File: config.mk
export PLATFORM = sky130hd
export DESIGN_NAME = ir_burst_timer
export DESIGN_NICKNAME = d
export VERILOG_FILES = /design/src/rtl/irt_pkg.sv /design/src/rtl/irt_prescale.sv /design/src/rtl/irt_ctrl.sv /design/src/rtl/irt_datapath.sv /design/src/rtl/ir_burst_timer.sv
export SDC_FILE = /design/constraint.sdc
export NUM_CORES = 1
export LEC_CHECK = 0
export ABC_AREA = 1
export BUFFER_PORTS_ARGS = -buffer_cell sky130_fd_sc_hd__clkbuf_2
export CAP_MARGIN = 20
export CORE_MARGIN = 10
export CORE_UTILIZATION = 30
export DETAILED_ROUTE_END_ITERATION = 12
export SLEW_MARGIN = 5
export SYNTH_ARGS = -nofsm -noshare
export SYNTH_HDL_FRONTEND = slang
export SYNTH_SLANG_ARGS = --single-unit
File: constraint.sdc
create_clock -name clk -period 2.28 [get_ports clk]
set_input_delay 0.456 -clock clk [delete_from_list [all_inputs] [get_ports clk]]
set_output_delay 0.456 -clock clk [all_outputs]
set_load 0.01 [all_outputs]
File: src/rtl/irt_pkg.sv
package irt_pkg;

  // Edge selection for capture channels
  typedef enum logic [1:0] {
    EDGE_NONE = 2'd0,
    EDGE_RISE = 2'd1,
    EDGE_FALL = 2'd2,
    EDGE_BOTH = 2'd3
  } edgeSel_t;

  // Strobes from control to datapath
  typedef struct packed {
    logic mainPreTick;
    logic carPreTick;
    logic ovfClr;
  } timerStrobe_t;

  // Register address map
  localparam int ADR_MAIN_CTL = 0;
  localparam int ADR_PERIOD   = 1;
  localparam int ADR_CAR_CTL  = 2;
  localparam int ADR_CAR_PER  = 3;
  localparam int ADR_CAR_CMP  = 4;
  localparam int ADR_FLAG_CLR = 5;
  localparam int ADR_CMP_BASE = 8;
  localparam int ADR_CFG_BASE = 16;

endpackage

File: src/rtl/irt_prescale.sv
module irt_prescale #(
  parameter int PRE_W = 7
) (
  input  logic       clk,
  input  logic       rst_n,
  input  logic       run,
  input  logic [1:0] sel,
  output logic       tick
);
  logic [PRE_W-1:0] preCnt;
  logic [PRE_W-1:0] lastVal;

  always_comb begin
    case (sel)
      2'd0:    lastVal = PRE_W'(0);
      2'd1:    lastVal = PRE_W'(7);
      2'd2:    lastVal = PRE_W'(31);
      default: lastVal = PRE_W'(127);
    endcase
  end

  assign tick = run && (preCnt == lastVal);

  always_ff @(posedge clk) begin
    if (!rst_n)           preCnt <= '0;
    else if (!run || tick) preCnt <= '0;
    else                  preCnt <= preCnt + 1'b1;
  end
endmodule

File: src/rtl/irt_ctrl.sv
module irt_ctrl
  import irt_pkg::*;
#(
  parameter int CNT_W  = 16,
  parameter int CAR_W  = 8,
  parameter int NUM_CH = 5,
  parameter int ADDR_W = 5,
  parameter int PRE_W  = 7
) (
  input  logic                     clk,
  input  logic                     rst_n,
  input  logic                     wrEn,
  input  logic [ADDR_W-1:0]        wrAddr,
  input  logic [CNT_W-1:0]         wrData,
  output timerStrobe_t             strb,
  output logic                     runMain,
  output logic                     irMode,
  output logic [CNT_W-1:0]         mainPeriod,
  output logic                     carRun,
  output logic [CAR_W-1:0]         carPeriod,
  output logic [CAR_W-1:0]         carCompare,
  output logic [NUM_CH*CNT_W-1:0]  chCompare,
  output logic [NUM_CH-1:0]        chCapMode,
  output logic [2*NUM_CH-1:0]      chEdge,
  output logic [NUM_CH-1:0]        capClr
);
  logic [1:0] mainSel, carSel;
  logic       flagWr;

  assign flagWr = wrEn && (wrAddr == ADDR_W'(ADR_FLAG_CLR));

  always_ff @(posedge clk) begin
    if (!rst_n) begin
      runMain    <= 1'b0;
      mainSel    <= 2'd0;
      irMode     <= 1'b0;
      mainPeriod <= '0;
      carRun     <= 1'b0;
      carSel     <= 2'd0;
      carPeriod  <= '0;
      carCompare <= '0;
    end else if (wrEn) begin
      case (int'(wrAddr))
        ADR_MAIN_CTL: begin
          runMain <= wrData[0];
          mainSel <= wrData[2:1];
          irMode  <= wrData[3];
        end
        ADR_PERIOD:  mainPeriod <= wrData;
        ADR_CAR_CTL: begin
          carRun <= wrData[0];
          carSel <= wrData[2:1];
        end
        ADR_CAR_PER: carPeriod  <= wrData[CAR_W-1:0];
        ADR_CAR_CMP: carCompare <= wrData[CAR_W-1:0];
        default: ;
      endcase
    end
  end

  for (genvar i = 0; i < NUM_CH; i++) begin : g_chReg
    always_ff @(posedge clk) begin
      if (!rst_n) begin
        chCompare[i*CNT_W +: CNT_W] <= '0;
        chCapMode[i]                <= 1'b0;
        chEdge[2*i +: 2]            <= EDGE_NONE;
      end else if (wrEn) begin
        if (wrAddr == ADDR_W'(ADR_CMP_BASE + i))
          chCompare[i*CNT_W +: CNT_W] <= wrData;
        if (wrAddr == ADDR_W'(ADR_CFG_BASE + i)) begin
          chCapMode[i]     <= wrData[0];
          chEdge[2*i +: 2] <= wrData[2:1];
        end
      end
    end
    assign capClr[i] = flagWr && wrData[i];
  end

  assign strb.ovfClr = flagWr && wrData[NUM_CH];

  irt_prescale #(.PRE_W(PRE_W)) mainPre_i (
    .clk(clk), .rst_n(rst_n), .run(runMain), .sel(mainSel), .tick(strb.mainPreTick)
  );

  irt_prescale #(.PRE_W(PRE_W)) carPre_i (
    .clk(clk), .rst_n(rst_n), .run(carRun), .sel(carSel), .tick(strb.carPreTick)
  );
endmodule

File: src/rtl/irt_datapath.sv
module irt_datapath
  import irt_pkg::*;
#(
  parameter int CNT_W  = 16,
  parameter int CAR_W  = 8,
  parameter int NUM_CH = 5,
  parameter int SYNC_N = 2
) (
  input  logic                     clk,
  input  logic                     rst_n,
  input  timerStrobe_t             strb,
  input  logic                     runMain,
  input  logic                     irMode,
  input  logic [CNT_W-1:0]         mainPeriod,
  input  logic                     carRun,
  input  logic [CAR_W-1:0]         carPeriod,
  input  logic [CAR_W-1:0]         carCompare,
  input  logic [NUM_CH*CNT_W-1:0]  chCompare,
  input  logic [NUM_CH-1:0]        chCapMode,
  input  logic [2*NUM_CH-1:0]      chEdge,
  input  logic [NUM_CH-1:0]        capClr,
  input  logic [NUM_CH-1:0]        capIn,
  output logic [CNT_W-1:0]         count,
  output logic                     ovfFlag,
  output logic [NUM_CH-1:0]        pwmOut,
  output logic [NUM_CH-1:0]        capFlags,
  output logic [NUM_CH*CNT_W-1:0]  capValues,
  output logic                     carrierOut,
  output logic                     irOut
);
  logic [CAR_W-1:0] carCnt;
  logic             carWrap, mainTick, mainWrap;

  // Carrier timer
  assign carWrap = strb.carPreTick && (carCnt >= carPeriod);

  always_ff @(posedge clk) begin
    if (!rst_n)               carCnt <= '0;
    else if (strb.carPreTick) carCnt <= carWrap ? '0 : carCnt + 1'b1;
  end

  assign carrierOut = carRun && (carCnt < carCompare);

  // Main timer: tick source chosen by IR mode
  assign mainTick = runMain && (irMode ? carWrap : strb.mainPreTick);
  assign mainWrap = mainTick && (count >= mainPeriod);

  always_ff @(posedge clk) begin
    if (!rst_n) begin
      count   <= '0;
      ovfFlag <= 1'b0;
    end else begin
      if (mainTick) count <= mainWrap ? '0 : count + 1'b1;
      if (mainWrap)         ovfFlag <= 1'b1;
      else if (strb.ovfClr) ovfFlag <= 1'b0;
    end
  end

  // Channels
  for (genvar i = 0; i < NUM_CH; i++) begin : g_ch
    logic [SYNC_N-1:0] syncQ;
    logic              prevQ, risen, fallen, hit;

    always_ff @(posedge clk) begin
      if (!rst_n) begin
        syncQ <= '0;
        prevQ <= 1'b0;
      end else begin
        syncQ <= {syncQ[SYNC_N-2:0], capIn[i]};
        prevQ <= syncQ[SYNC_N-1];
      end
    end

    assign risen  = syncQ[SYNC_N-1] && !prevQ;
    assign fallen = !syncQ[SYNC_N-1] && prevQ;
    assign hit    = chCapMode[i] && ((chEdge[2*i] && risen) || (chEdge[2*i+1] && fallen));

    always_ff @(posedge clk) begin
      if (!rst_n) begin
        capValues[i*CNT_W +: CNT_W] <= '0;
        capFlags[i]                 <= 1'b0;
      end else if (hit) begin
        capValues[i*CNT_W +: CNT_W] <= count;
        capFlags[i]                 <= 1'b1;
      end else if (capClr[i]) begin
        capFlags[i] <= 1'b0;
      end
    end

    assign pwmOut[i] = !chCapMode[i] && (count < chCompare[i*CNT_W +: CNT_W]);
  end

  assign irOut = irMode && pwmOut[0] && carrierOut;
endmodule

File: src/rtl/ir_burst_timer.sv
module ir_burst_timer
  import irt_pkg::*;
#(
  parameter int CNT_W  = 16,
  parameter int CAR_W  = 8,
  parameter int NUM_CH = 5,
  parameter int ADDR_W = 5,
  parameter int PRE_W  = 7
) (
  input  logic                    clk,
  input  logic                    rst_n,
  input  logic                    wrEn,
  input  logic [ADDR_W-1:0]       wrAddr,
  input  logic [CNT_W-1:0]        wrData,
  input  logic [NUM_CH-1:0]       capIn,
  output logic [CNT_W-1:0]        count,
  output logic                    ovfFlag,
  output logic [NUM_CH-1:0]       pwmOut,
  output logic [NUM_CH-1:0]       capFlags,
  output logic [NUM_CH*CNT_W-1:0] capValues,
  output logic                    carrierOut,
  output logic                    irOut
);
  timerStrobe_t            strb;
  logic                    runMain, irMode, carRun;
  logic [CNT_W-1:0]        mainPeriod;
  logic [CAR_W-1:0]        carPeriod, carCompare;
  logic [NUM_CH*CNT_W-1:0] chCompare;
  logic [NUM_CH-1:0]       chCapMode, capClr;
  logic [2*NUM_CH-1:0]     chEdge;

  irt_ctrl #(
    .CNT_W(CNT_W), .CAR_W(CAR_W), .NUM_CH(NUM_CH), .ADDR_W(ADDR_W), .PRE_W(PRE_W)
  ) ctrl_i (
    .clk(clk), .rst_n(rst_n), .wrEn(wrEn), .wrAddr(wrAddr), .wrData(wrData),
    .strb(strb), .runMain(runMain), .irMode(irMode), .mainPeriod(mainPeriod),
    .carRun(carRun), .carPeriod(carPeriod), .carCompare(carCompare),
    .chCompare(chCompare), .chCapMode(chCapMode), .chEdge(chEdge), .capClr(capClr)
  );

  irt_datapath #(
    .CNT_W(CNT_W), .CAR_W(CAR_W), .NUM_CH(NUM_CH), .SYNC_N(2)
  ) dp_i (
    .clk(clk), .rst_n(rst_n), .strb(strb), .runMain(runMain), .irMode(irMode),
    .mainPeriod(mainPeriod), .carRun(carRun), .carPeriod(carPeriod),
    .carCompare(carCompare), .chCompare(chCompare), .chCapMode(chCapMode),
    .chEdge(chEdge), .capClr(capClr), .capIn(capIn), .count(count),
    .ovfFlag(ovfFlag), .pwmOut(pwmOut), .capFlags(capFlags),
    .capValues(capValues), .carrierOut(carrierOut), .irOut(irOut)
  );
endmodule

# --- Word-level counts from Yosys, hierarchy flattened ---
# Index checks and enable logic that the tools add are counted.
# W data, S select, Z words.
totals:
  word_cells: 194
  ff_bits: 273
  input_bits: 29
  out_inout_bits: 109
op_classes:
  n_mux: 17
  bitwise: 1
  order_cmp: 8
  n_eq_ne: 21
  n_addsub: 4
  reduce_logical: 95
ops:
  columns: ["cell", "count"]
  rows:
  - ["$lt A16 B16 Y1", 5]
  - ["$logic_and A1 B1 Y1", 45]
  - ["$pmux W7 S3", 2]
  - ["$reduce_and A2 Y1", 15]
  - ["$eq A5 B4 Y1 const B", 5]
  - ["$eq A5 B5 Y1 const B", 5]
  - ["$logic_not A1 Y1", 17]
  - ["$add A16 B1 Y16 const B", 1]
  - ["$ge A16 B16 Y1", 1]
  - ["$mux W16", 1]
  - ["$add A7 B1 Y7 const B", 2]
  - ["$eq A7 B7 Y1", 2]
  - ["$mux W1", 13]
  - ["$reduce_bool A2 Y1", 6]
  - ["$eq A5 B2 Y1 const B", 2]
  - ["$eq A5 B3 Y1 const B", 2]
  - ["$add A8 B1 Y8 const B", 1]
  - ["$ge A8 B8 Y1", 1]
  - ["$lt A8 B8 Y1", 1]
  - ["$mux W8", 1]
  - ["$logic_or A1 B1 Y1", 7]
  - ["$eq A5 B1 Y1 const B", 1]
  - ["$logic_not A5 Y1", 1]
  - ["$eq A2 B1 Y1 const B", 2]
  - ["other kinds (4)", 7]

# --- Depth between registers and ports, before layout ---
depth:
  ltp_word: 9
  ltp_mapped: 16
  ltp_nobuf: 16

# --- Hierarchy ---
# A second synthesis with hierarchy kept.
hier_totals:
  hier_cells: 2100
  hier_area_um2: 14297.5
modules_own_cells:
  columns: ["mod", "seq_area_each_um2", "cells_each", "area_each_um2", "instances"]
  rows:
  - ["irt_datapath", 2502.4, 991, 7353.3, 1]
  - ["irt_ctrl", 2682.6, 1006, 6189.7, 1]
  - ["irt_prescale (ctrl_i.mainPre_i)", 140.1, 53, 380.4, 1]
  - ["irt_prescale (ctrl_i.carPre_i)", 140.1, 50, 374.1, 1]

# --- Worst setup path before layout ---
# No wires, ideal clock.
synth_timing:
  path_type: "register -> output"
  start: "register dp_i.count[3]"
  end: "output irOut"
  path_stages_with_launch: 8
  t_required_ns: 1.824
  arrival_time_ns: 1.522
  slack_ns: 0.302
  path_buffers: 0
  path_cell_list: "dfxtp_1 ha_1 a21oi_1 o21ai_0 nor3b_1 o21ai_0 nand3_1 nor2_1"
synth_via:
  elab_chain_cells: 4
synth_lines:
  columns: ["item", "line_no", "text"]
  rows:
  - ["start: declaration", "irt_datapath.sv:23", "output logic [CNT_W-1:0] count,"]
  - ["start signal: assignment", "irt_datapath.sv:53", "if (mainTick) count <= mainWrap ? '0 : count + 1'b1;"]
  - ["$lt A16 B16 Y1", "irt_datapath.sv:90", "assign pwmOut[i] = !chCapMode[i] && (count < chCompare[i*CNT_W +: CNT_W]);"]
  - ["$logic_and A1 B1 Y1", "irt_datapath.sv:90", null]
  - ["$logic_and A1 B1 Y1 (2 in a row)", "irt_datapath.sv:93", "assign irOut = irMode && pwmOut[0] && carrierOut;"]
  - ["end: declaration", "ir_burst_timer.sv:22", "output logic irOut"]
# Every way passes these cells.

# --- Worst setup path in the final report ---
layout_timing:
  start: "register dp_i.count[1]"
  end: "output pwmOut[1]"
layout_via:
  elab_chain_cells: 2
layout_lines:
  columns: ["item", "line_no", "text"]
  rows:
  - ["$lt A16 B16 Y1", "irt_datapath.sv:90", null]
  - ["$logic_and A1 B1 Y1", "irt_datapath.sv:90", null]
  - ["end: declaration", "ir_burst_timer.sv:18", "output logic [NUM_CH-1:0] pwmOut,"]
# Every way passes these cells.

==> impl_results.md <==
* Register area at 5510 µm²
* Avg Inst Size Synth at 7.81 µm²
* Die H at 224 µm
* Clock transition at path regs at 0.06 ns
* Slew headroom at 0.526
* Hold Path Sink: dp_i.g_ch[1].syncQ[0]$_SDFF_PN0_
* Worst-margin pin slew at 0.710 ns
* Critical Path RT at 1.82 ns
* Max Slew Vio Count at 0
* Top routing layer used: met5
* Crit Path Category: reg2out
* Worst setup margin at -0.376 ns
* R2r endpoint: dp_i.count[3]$_SDFFE_PN0P_
* First-pass GRT wire length at 59600 µm
* Total grt overflow at 0
* Multi-input logic area at 6370 µm²
* Clock Sinks at 273
* Hold Buf Count CTS at 0
* CP endpoint kind: output pin
* H-tree levels at 1
* Clk root buf: clkbuf_16
* Met2 wire length at 19600 µm
* Min-delay worst type: in2reg
* Leakage at 6.80 nW
* Total Nets Final at 1893
* Area Growth Syn to Fin at 26.2%
* Worst Hold Path Cells at 3
* # setup viols final at 7
* Fin Setup TNS at -1.90 ns
* Worst hold start: capIn[1]
* CTS Buf Count at 28
* Die Wd at 224 µm
* Startpoint types: flop
* Synth Cell Area at 12400 µm²
* #FFs+latches synth at 273
* Placed Area at 14000 µm²
* Hold Vio Cnt, Final at 0
* Row count at 74
* Leading cell type in the layout, fill and taps excluded: a21oi_1
* Crit Path Max Fanout at 4
* Initial drt markers at 626
* Synth Instances at 1591
* Failing checks: negative setup slack
* IO Count at 138
* DR DRC count at 0
* Gpl congestion at 0.881
* Yosys cell types at 37
* Final instance area at 15700 µm²
* Number of antenna violations at the first check in global routing at 4
* Period minus WS final at 2.66 ns
* Syn Nets at 1730
* Vias at 11000
* WP data arrival at 2.20 ns
* Yosys warning count at 0
* Post-Route M1 WL at 16100 µm
* Port buffer count at 137
* Setup Skew at 0.0121 ns
* Highest Clock Rate at 376 MHz
* Detailed Place HPWL at 28400 µm
* CP Launch Point: dp_i.count[1]$_SDFFE_PN0P_
* Initial DRT Pass Iterations at 5
* R2R Setup Slk at 0.17 ns
* Post-route ant nets at 0
* Final design utilization at 0.383
* Total track usage at 0.147
* DR WL/cell at 16.6 µm
* Fillers at 4135
* Via density at 4.78
* Max Cap Violations at 0
* Clk Latency, worst-skew pair at 0.56 ns
* R2R depth at 15
* Initial Util at 0.304
* CTS tree: yes
* Outcome: finished with violations
* Core box area at 40900 µm²
* Clk buf depth at 3
* Seq/Total Area, Yosys at 0.440
* Share of cells above drive strength 1 at 0.217
* Reg-to-reg startpoint: dp_i.count[1]$_SDFFE_PN0P_
* WL met3 at 1710 µm
* Commonest non-fill, non-tap cells in the layout: 252 x a21oi_1, 245 x dfxtp_1, 222 x inv_1, 221 x o21ai_0, 160 x nand2_1
* Largest net degree at the start of global routing at 82
* Die area at 50000 µm²
* Worst IR drop on VDD at 519 µV
* Power density cells at 650 nW/µm²
* Unrepaired setup endpoints after global routing: true
* Fin crit share at 1.17
* Vias in the first global route at 10700
* Routed WL at 38200 µm
synthesized netlist by cell type:
cell | instances | share of area
a21oi_1 | 277 | 0.11
dfxtp_1 | 273 | 0.44
o21ai_0 | 233 | 0.094
inv_1 | 229 | 0.069
nand2_1 | 167 | 0.050
ha_1 | 110 | 0.11
nor2_1 | 92 | 0.028
clkbuf_1 | 61 | 0.018
nand3_1 | 48 | 0.019
nor3_1 | 19 | 0.0076
nand4_1 | 11 | 0.0055
xor2_1 | 10 | 0.0070
buf_2 | 6 | 0.0024
o21ai_1 | 6 | 0.0024
a21o_1 | 5 | 0.0030
inv_2 | 4 | 0.0012
nor2_4 | 4 | 0.0036
nor3b_1 | 4 | 0.0024
o211ai_1 | 4 | 0.0024
o31ai_1 | 4 | 0.0024
nor2_2 | 3 | 0.0015
nor3_2 | 3 | 0.0024
nand2_2 | 2 | 0.0010
nand2_4 | 2 | 0.0018
nand3_2 | 2 | 0.0016
a21oi_2 | 1 | 0.00070
buf_6 | 1 | 0.00091
clkinv_1 | 1 | 0.00030
nand2_8 | 1 | 0.0016
nand3_4 | 1 | 0.0014
nand3b_2 | 1 | 0.00091
nor2_8 | 1 | 0.0016
nor4_1 | 1 | 0.00050
nor4_2 | 1 | 0.0010
o21a_1 | 1 | 0.00060
o21bai_1 | 1 | 0.00060
xnor2_1 | 1 | 0.00070
power by group:
part	switching, W	leakage, nW	total (W)	internal (W)
logic	0.000337	4.10	0.000517	0.000180
registers	0.0000221	2.22	0.00483	0.00481
clock network	0.00197	0.481	0.00485	0.00288
stage by stage:
step | worst slack, ns | hold WS, ns | total power, W | instances
final | -0.376 | 0.0835 | 0.0102 | 2309
after global routing | -0.477 | 0.0711 | 0.0105 | 2308
after CTS | -0.401 | 0.0565 | 0.0103 | 2308
after detailed placement | -0.0786 | 0.405 | 0.00539 | 2253
after global placement | -0.0343 | 0.400 | 0.00539 | 2253
after floorplan | 0.302 | 0.390 | 0.00521 | 1591
layer usage:
metal,track usage,vias up
met4,0.0471,2
met5,0,-
met1,0.170,5153
met2,0.269,197
li1,-,5623
met3,0.0220,59
worst max path at each step:
| stage | slack, ns | end | depth (start not counted) |
|---|---|---|---|
| floorplan | 0.30 | irOut | 7 |
| CTS | -0.40 | pwmOut[3] | 11 |
| global placement | -0.03 | pwmOut[3] | 11 |
| global route | -0.48 | pwmOut[3] | 11 |
| detailed placement | -0.08 | pwmOut[3] | 11 |
| finish | -0.38 | pwmOut[1] | 10 |
state kept, by name, indices dropped and copies added (netlist names):
| signal | flops |
|---|---|
| ctrl_i.carRun | 1 |
| dp_i.count | 16 |
| dp_i.capValues | 80 |
| ctrl_i.chCapMode | 5 |
| ctrl_i.mainSel | 2 |
| ctrl_i.carPre_i.preCnt | 7 |
| ctrl_i.chCompare | 80 |
| dp_i.g_ch.syncQ | 10 |
| dp_i.ovfFlag | 1 |
| dp_i.capFlags | 5 |
| ctrl_i.irMode | 1 |
| ctrl_i.carCompare | 8 |
| ctrl_i.mainPeriod | 16 |
| ctrl_i.chEdge | 10 |
| ctrl_i.runMain | 1 |
| ctrl_i.carPeriod | 8 |
| dp_i.carCnt | 8 |
| dp_i.g_ch.prevQ | 5 |
| ctrl_i.mainPre_i.preCnt | 7 |
| ctrl_i.carSel | 2 |
layout make-up:
class | instances | share of cell area
Antenna cell | 1 | 0.000159
Tap cell | 532 | 0.0424
Multi-Input combinational cell | 1016 | 0.406
Inverter | 234 | 0.0560
Clock inverter | 13 | 0.00941
Sequential cell | 273 | 0.351
Timing Repair Buffer | 201 | 0.0815
Clock buffer | 39 | 0.0531
repair_timing:
action	4_1_cts	5_1_grt
resized for setup	98	54
endpoints found under the setup margin	7	8
setup buffers	3	0
pin swaps	43	28
critical path, cell delays in order, from the launching register on:
cell	delay, ns
dfxtp_4	0.37
buf_6	0.14
ha_4	0.27
a21oi_4	0.05
o21ai_2	0.16
nand4_1	0.11
o211ai_1	0.13
nand3_1	0.12
nand2_2	0.12
nor2_4	0.05
buf_6	0.13
cells by family after synthesis:
kind of cell | count (synthesis) | share of synthesized area
flip-flops | 273 | 0.440
XOR/XNOR | 11 | 0.00775
adder cells (fa/ha/maj) | 110 | 0.111
AO/OA/AOI/OAI | 532 | 0.217
AND/OR/NAND/NOR | 363 | 0.132
buffers and inverters | 302 | 0.0924
No activity file was read; power rests on OpenSTA's default activity.
